$ cat config.mk
export PLATFORM = sky130hd
export DESIGN_NAME = flash_cmd_top
export DESIGN_NICKNAME = d
export VERILOG_FILES = /design/src/rtl/flash_cmd_pkg.sv /design/src/rtl/flash_cmd_decoder.sv /design/src/rtl/flash_cmd_busy.sv /design/src/rtl/flash_cmd_array.sv /design/src/rtl/flash_cmd_top.sv
export SDC_FILE = /design/constraint.sdc
export NUM_CORES = 2
export LEC_CHECK = 0
export CORE_MARGIN = 2
export CORE_UTILIZATION = 63
export CTS_CLUSTER_DIAMETER = 80
export DETAILED_ROUTE_END_ITERATION = 12
export MAX_ROUTING_LAYER = met4
export PLACE_DENSITY = 0.81
export SYNTH_ARGS = -nofsm -noshare
export SYNTH_HDL_FRONTEND = slang
export SYNTH_HIERARCHICAL = 1
export SYNTH_SLANG_ARGS = --single-unit
$ cat constraint.sdc
create_clock -name clk_i -period 5.8 [get_ports clk_i]
set_input_delay 1.16 -clock clk_i [delete_from_list [all_inputs] [get_ports clk_i]]
set_output_delay 1.16 -clock clk_i [all_outputs]
set_load 0.01 [all_outputs]
$ cat src/rtl/flash_cmd_pkg.sv
package flash_cmd_pkg;
  typedef enum logic [3:0] {
    S_READ, S_U1, S_U2, S_PROG, S_ASEL, S_E0, S_E1, S_E2, S_COL
  } fsm_e;

  localparam logic [7:0] C_UNL1  = 8'hAA;
  localparam logic [7:0] C_UNL2  = 8'h55;
  localparam logic [7:0] C_PROG  = 8'hA0;
  localparam logic [7:0] C_ASEL  = 8'h90;
  localparam logic [7:0] C_ERASE = 8'h80;
  localparam logic [7:0] C_FAST  = 8'h20;
  localparam logic [7:0] C_CHIP  = 8'h10;
  localparam logic [7:0] C_SECT  = 8'h30;
endpackage

$ cat src/rtl/flash_cmd_decoder.sv
module flash_cmd_decoder
  import flash_cmd_pkg::*;
#(
  parameter int AW     = 6,
  parameter int SB     = 2,
  parameter int SE_WIN = 6,
  localparam int SECT  = 1 << SB
) (
  input  logic            clk_i,
  input  logic            rst_ni,
  input  logic            wr_i,
  input  logic [AW-1:0]   addr_i,
  input  logic [15:0]     cmd_i,
  input  logic            byte_mode_i,
  input  logic            acc_i,
  input  logic [SECT-1:0] prot_i,
  output logic            prog_o,
  output logic [AW-1:0]   prog_addr_o,
  output logic [15:0]     prog_mask_o,
  output logic            erase_o,
  output logic [SECT-1:0] erase_sel_o,
  output logic            asel_o
);
  localparam int TW = $clog2(SE_WIN + 1);
  localparam logic [AW-1:0] UA1 = AW'(12'h555);
  localparam logic [AW-1:0] UA2 = AW'(12'h2AA);

  fsm_e            st_q, st_d;
  logic            fast_q, fast_d;
  logic [SECT-1:0] sel_q, sel_d;
  logic [TW-1:0]   tmr_q, tmr_d;
  logic [7:0]      c;
  logic [SB-1:0]   sec;
  logic            at_u1, at_u2;

  assign c     = cmd_i[7:0];
  assign sec   = addr_i[AW-1 -: SB];
  assign at_u1 = (addr_i == UA1);
  assign at_u2 = (addr_i == UA2);

  assign prog_addr_o = addr_i;
  assign prog_mask_o = byte_mode_i ? {8'hFF, cmd_i[7:0]} : cmd_i;
  assign asel_o      = (st_q == S_ASEL);

  always_comb begin
    st_d        = st_q;
    fast_d      = fast_q;
    sel_d       = sel_q;
    tmr_d       = tmr_q;
    prog_o      = 1'b0;
    erase_o     = 1'b0;
    erase_sel_o = '0;
    unique case (st_q)
      S_READ: if (wr_i) begin
        if (fast_q || acc_i) begin
          if (c == C_PROG) st_d = S_PROG;
          else             fast_d = 1'b0;
        end else if (at_u1 && c == C_UNL1) begin
          st_d = S_U1;
        end
      end
      S_U1: if (wr_i) st_d = (at_u2 && c == C_UNL2) ? S_U2 : S_READ;
      S_U2: if (wr_i) begin
        st_d = S_READ;
        if (at_u1) begin
          case (c)
            C_PROG:  st_d = S_PROG;
            C_ASEL:  st_d = S_ASEL;
            C_ERASE: st_d = S_E0;
            C_FAST:  fast_d = 1'b1;
            default: st_d = S_READ;
          endcase
        end
      end
      S_PROG: if (wr_i) begin
        st_d   = S_READ;
        prog_o = ~prot_i[sec];
      end
      S_ASEL: if (wr_i) st_d = S_READ;
      S_E0: if (wr_i) st_d = (at_u1 && c == C_UNL1) ? S_E1 : S_READ;
      S_E1: if (wr_i) st_d = (at_u2 && c == C_UNL2) ? S_E2 : S_READ;
      S_E2: if (wr_i) begin
        st_d = S_READ;
        if (at_u1 && c == C_CHIP) begin
          erase_o     = 1'b1;
          erase_sel_o = ~prot_i;
        end else if (c == C_SECT) begin
          st_d  = S_COL;
          sel_d = SECT'(1) << sec;
          tmr_d = TW'(SE_WIN);
        end
      end
      S_COL: begin
        if (wr_i) begin
          if (c == C_SECT) begin
            sel_d = sel_q | (SECT'(1) << sec);
            tmr_d = TW'(SE_WIN);
          end else begin
            st_d = S_READ;
          end
        end else if (tmr_q == '0) begin
          erase_o     = 1'b1;
          erase_sel_o = sel_q & ~prot_i;
          st_d        = S_READ;
        end else begin
          tmr_d = tmr_q - 1'b1;
        end
      end
      default: st_d = S_READ;
    endcase
  end

  always_ff @(posedge clk_i or negedge rst_ni) begin
    if (!rst_ni) begin
      st_q   <= S_READ;
      fast_q <= 1'b0;
      sel_q  <= '0;
      tmr_q  <= '0;
    end else begin
      st_q   <= st_d;
      fast_q <= fast_d;
      sel_q  <= sel_d;
      tmr_q  <= tmr_d;
    end
  end
endmodule

$ cat src/rtl/flash_cmd_busy.sv
module flash_cmd_busy #(
  parameter int PROG_CYC  = 8,
  parameter int ERASE_CYC = 20,
  localparam int MAXC     = (PROG_CYC > ERASE_CYC) ? PROG_CYC : ERASE_CYC,
  localparam int CW       = $clog2(MAXC + 1)
) (
  input  logic clk_i,
  input  logic rst_ni,
  input  logic prog_i,
  input  logic erase_i,
  output logic busy_o
);
  logic [CW-1:0] cnt_q;

  always_ff @(posedge clk_i or negedge rst_ni) begin
    if (!rst_ni)            cnt_q <= '0;
    else if (prog_i)        cnt_q <= CW'(PROG_CYC);
    else if (erase_i)       cnt_q <= CW'(ERASE_CYC);
    else if (cnt_q != '0)   cnt_q <= cnt_q - 1'b1;
  end

  assign busy_o = (cnt_q != '0);
endmodule

$ cat src/rtl/flash_cmd_array.sv
module flash_cmd_array #(
  parameter int AW    = 6,
  parameter int SB    = 2,
  parameter int DW    = 16,
  localparam int WORDS = 1 << AW,
  localparam int SECT  = 1 << SB
) (
  input  logic            clk_i,
  input  logic            rst_ni,
  input  logic            prog_i,
  input  logic [AW-1:0]   prog_addr_i,
  input  logic [DW-1:0]   prog_mask_i,
  input  logic            erase_i,
  input  logic [SECT-1:0] erase_sel_i,
  input  logic [AW-1:0]   rd_addr_i,
  output logic [DW-1:0]   rd_data_o
);
  logic [DW-1:0] words [WORDS];

  for (genvar w = 0; w < WORDS; w++) begin : g_word
    localparam int SI = w >> (AW - SB);
    logic [DW-1:0] word_q;
    always_ff @(posedge clk_i or negedge rst_ni) begin
      if (!rst_ni)                                    word_q <= '1;
      else if (erase_i && erase_sel_i[SI])            word_q <= '1;
      else if (prog_i && prog_addr_i == AW'(w))       word_q <= word_q & prog_mask_i;
    end
    assign words[w] = word_q;
  end

  assign rd_data_o = words[rd_addr_i];
endmodule

$ cat src/rtl/flash_cmd_top.sv
module flash_cmd_top #(
  parameter int AW        = 6,
  parameter int SB        = 2,
  parameter int PROG_CYC  = 8,
  parameter int ERASE_CYC = 20,
  parameter int SE_WIN    = 6,
  parameter logic [(1<<SB)-1:0] PROT_INIT = 4'b0100,
  parameter logic [7:0] MFR_ID = 8'h3C,
  parameter logic [7:0] DEV_ID = 8'hB5
) (
  input  logic          clk_i,
  input  logic          rst_ni,
  input  logic          ce_ni,
  input  logic          we_ni,
  input  logic          oe_ni,
  input  logic          byte_ni,
  input  logic          acc_i,
  input  logic [AW-1:0] addr_i,
  input  logic [15:0]   data_i,
  output logic [15:0]   data_o,
  output logic          busy_o
);
  localparam int SECT = 1 << SB;

  logic            wr_w, rd_w;
  logic [SECT-1:0] prot_eff;
  logic            prog_w, erase_w, asel_w;
  logic [AW-1:0]   prog_addr_w;
  logic [15:0]     prog_mask_w, arr_w;
  logic [SECT-1:0] erase_sel_w;
  logic [7:0]      id_w;

  assign wr_w     = ~ce_ni & ~we_ni & oe_ni & ~busy_o;
  assign rd_w     = ~ce_ni & ~oe_ni & we_ni;
  assign prot_eff = PROT_INIT & {SECT{~acc_i}};

  flash_cmd_decoder #(.AW(AW), .SB(SB), .SE_WIN(SE_WIN)) u_dec (
    .clk_i, .rst_ni,
    .wr_i        (wr_w),
    .addr_i,
    .cmd_i       (data_i),
    .byte_mode_i (~byte_ni),
    .acc_i,
    .prot_i      (prot_eff),
    .prog_o      (prog_w),
    .prog_addr_o (prog_addr_w),
    .prog_mask_o (prog_mask_w),
    .erase_o     (erase_w),
    .erase_sel_o (erase_sel_w),
    .asel_o      (asel_w)
  );

  flash_cmd_busy #(.PROG_CYC(PROG_CYC), .ERASE_CYC(ERASE_CYC)) u_busy (
    .clk_i, .rst_ni,
    .prog_i  (prog_w),
    .erase_i (erase_w),
    .busy_o
  );

  flash_cmd_array #(.AW(AW), .SB(SB), .DW(16)) u_arr (
    .clk_i, .rst_ni,
    .prog_i      (prog_w),
    .prog_addr_i (prog_addr_w),
    .prog_mask_i (prog_mask_w),
    .erase_i     (erase_w),
    .erase_sel_i (erase_sel_w),
    .rd_addr_i   (addr_i),
    .rd_data_o   (arr_w)
  );

  always_comb begin
    unique case (addr_i[1:0])
      2'd0:    id_w = MFR_ID;
      2'd1:    id_w = DEV_ID;
      2'd2:    id_w = {7'b0, PROT_INIT[addr_i[AW-1 -: SB]]};
      default: id_w = 8'h00;
    endcase
  end

  always_comb begin
    if (!rd_w)        data_o = '0;
    else if (asel_w)  data_o = {8'h00, id_w};
    else if (!byte_ni) data_o = {8'h00, arr_w[7:0]};
    else              data_o = arr_w;
  end
endmodule

==> flow_summary.toml <==
[worst_setup_path]
slowest_delay_ps = 600
endpoint_kind = "primary output"
path_common_cell = "mux4_2"
start_kind = "input port"
setup.worst_path.class = "in2out"
worstPathRequired_ps = 4640
worst-path-max-fanout = 52
crit_chain = "buf_8, mux4_2, mux4_2, o22ai_1, a211oi_1, a31o_1, mux2i_1, nor2_1, clkdlybuf4s50_1"
arrival_ps = 4400
crit_slowest_cell = "mux4_2"

[sta]
finClkSkew_ps = 25.0
slew_headroom_pct = 20.1
finalSetupTns_ps = 0
drv_slew = 0
rsz0062_at_grt = "false"
setup_violations = 0
max_freq_mhz = 180
timing.final.crit_share_pct = 95.9
tightest_slew_ps = 1200
final_hold_viol_count = 0
period_minus_slack_ps = 5560

[synthesis]
synth_commonest_cells = "1147 x nand2_1, 1032 x o21ai_1, 1024 x dfstp_2, 276 x clkbuf_1, 215 x mux4_2"
synth-simple-area-share_pct = 11.3
synth_top_family_by_area = "compound AO/OA/AOI/OAI gates"
syn_inst = 4359
synth_compound_area_share_pct = 13.8
synth_area_sq_mm = 0.0474
ys_seq_elements = 1041
synth_xor_area_share_pct = 0.0740
synth.area.top_cells = "dfstp_2 57%, o21ai_1 11%, mux4_2 10%"
synth_edf_count = 0
synth_cell_types = 76
async_flop_share_pct = 100
muxShareOfSynthArea_pct = 13.2
synth_warnings = 6
synthFlopType = "dfstp_2"
yosysTopAreaCell = "dfstp_2"
synth_top_cell_area_share_pct = 56.8
ys_seq_area_share_pct = 57.7
synth_fa_ha_area_share_pct = 0.0793
synth_most_common_cell = "nand2_1"
avgSynthCellArea_sq_um = 10.9

[power_and_ir_drop]
finalPower_mw = 15.4
irDropWorstVdd_mv = 0.245
powerDensity_mw_per_mm2 = 295
p_leak_nw = 24.9

[place]
place_area_sq_mm = 0.0485
dpl.hpwl_um = 81200
io_buffers = 45
globalplace.congestion = 0.949

[clock_network]
cts_tree = "built"
cts_root_buf = "clkbuf_16"
post_cts_buffers = 0
cts_made_buffers = 104
clockBufferDepth = 3
clkTransAtPathRegs_ps = 60
clock-sinks = 1041
cts-resized-gates = 0
htreeDepth = 3
cts_hold_buf = 0
clock_latency_ps = 670

[final_layout]
drive_gt1_share_pct = 36.8
fin_area_sq_mm = 0.0521
fillCellCount = 4986
syn_to_final_growth_pct = 10.1
layout.nets = 4253

[min_path]
hold_class = "reg2reg"

[routing]
viasPerCell = 6.87
ant_nets = 0
vias = 36200
route.detailed.drc = 0
drtPass1Iterations = 6
finalWirelength_um = 137000
first_iter_violations = 5118
post_drt_wl_per_cell_um = 26.0

[floorplanning]
rows = 100
dieArea_sq_mm = 0.0774
die_w_um = 278
core_area_sq_mm = 0.0744
start_util_pct = 63.6
die_h_um = 278
pin_count = 46

[job]
timing.max_cap.violations = 0

[global_routing]
antenna_found_initial = 0
grt.total_usage_pct = 36.8
overflow = 0
grt_start_max_net_pins = 167
grt_pass1_vias = 36000
grt_pass1_wl_um = 213000

[status]
status = "finished clean"
## per-layer routing
metal | vias to the layer above | global-route usage [%] | share of wire [%]
met5 | - | - | 0
met4 | 0 | 16.7 | 4.7
met3 | 440 | 9.54 | 12
met2 | 2414 | 53.2 | 45
met1 | 18400 | 49.4 | 38
li1 | 14900 | - | -
## registers in the layout, summed over array words and instances, names as in the netlist
signal               cells
u_busy/cnt_q             5
u_dec/sel_q              4
u_arr/g_word.word_q   1024
u_dec/tmr_q              3
u_dec/fast_q             1
u_dec/st_q               4
## cells in the final DEF (no fill, tap or decap), drive strengths merged, types with 4 or more instances in the layout
master | synthesis | routed
a211oi | 11 | 11
a21oi | 15 | 15
a221oi | 7 | 7
a22oi | 58 | 58
a31o | 8 | 8
a31oi | 8 | 8
a32oi | 10 | 10
a41o | 7 | 7
and2 | 12 | 12
and3 | 17 | 17
buf | 135 | 133
bufinv | 0 | 11
clkbuf | 277 | 155
clkdlybuf4s50 | 0 | 30
clkinv | 0 | 19
clkinvlp | 0 | 4
conb | 1 | 6
dfrtp | 17 | 17
dfstp | 1024 | 1024
inv | 11 | 15
mux2 | 23 | 23
mux2i | 115 | 115
mux4 | 215 | 215
nand2 | 1147 | 1147
nand2b | 10 | 10
nand3 | 17 | 17
nor2 | 38 | 38
nor2b | 11 | 11
nor3 | 18 | 18
nor4bb | 4 | 4
o211ai | 14 | 14
o21ai | 1036 | 1036
o221ai | 7 | 7
o22ai | 18 | 18
or2 | 16 | 16
or3 | 9 | 9
## final cells by class
cell class | instances | area (sq um) | share of cell area (%)
antenna | 1 | 2.50 | 0.00480
clock buffer | 155 | 3140 | 6.02
clock inverter | 38 | 524 | 1.01
inverter | 11 | 41.3 | 0.0792
multi-input combinational | 2900 | 18300 | 35.0
sequential | 1041 | 27300 | 52.4
tap | 969 | 1210 | 2.33
timing repair buffer | 163 | 1610 | 3.10
## logic make-up after synthesis
logic type	Yosys count
buffers and inverters	423
adders and majority gates	3
muxes	353
AOI/OAI and AO/OA	1211
DFF	1041
xor gates and xnor gates	4
and+or+nand+nor	1323
other	1
## where the power goes
| group | total, mW | switching (mW) | internal, mW | leakage (nW) |
|---|---|---|---|---|
| clock | 7.13 | 2.90 | 4.24 | 1.81 |
| combinational | 0.904 | 0.642 | 0.262 | 12.3 |
| sequential | 7.35 | 0.0308 | 7.32 | 10.8 |
| total | 15.4 | 3.57 | 11.8 | 24.9 |
## through the flow
stage               hold WS, ps  instances  utilization, %  setup slack [ps]
detailed placement          466       5084            65.1               365
floorplan                   451       4364               -              1440
global route                485       5277            70.0               158
CTS                         474       5277            70.0               301
finish                      468       5278            70.0               237
global placement            462       5084            65.1               395
## path summary, 6_finish.rpt
path / cells after the start / to / slack [ps] / from
setup / recovery: 9 / data_o[7] / 240 / addr_i[0]
max in group asynchronous: 3 / u_arr/g_word[44].word_q[10] / 3830 / rst_ni
min in group asynchronous: 1 / u_dec/sel_q[0] / 600 / rst_ni
hold reg to reg: 1 / u_dec/tmr_q[0] / 470 / u_dec/tmr_q[0]
setup reg to reg: 12 / u_arr/g_word[60].word_q[14] / 1420 / u_busy/cnt_q[0]
hold / removal: 1 / u_dec/tmr_q[0] / 470 / u_dec/tmr_q[0]
## critical path, delay by kind of cell
family                 cells  cell delay (ps)
AND/OR/NAND/NOR            1               80
buffers and inverters      2              940
multiplexers               3             1400
AO/OA/AOI/OAI              3              760
No activity file was read; power rests on OpenSTA's default activity.
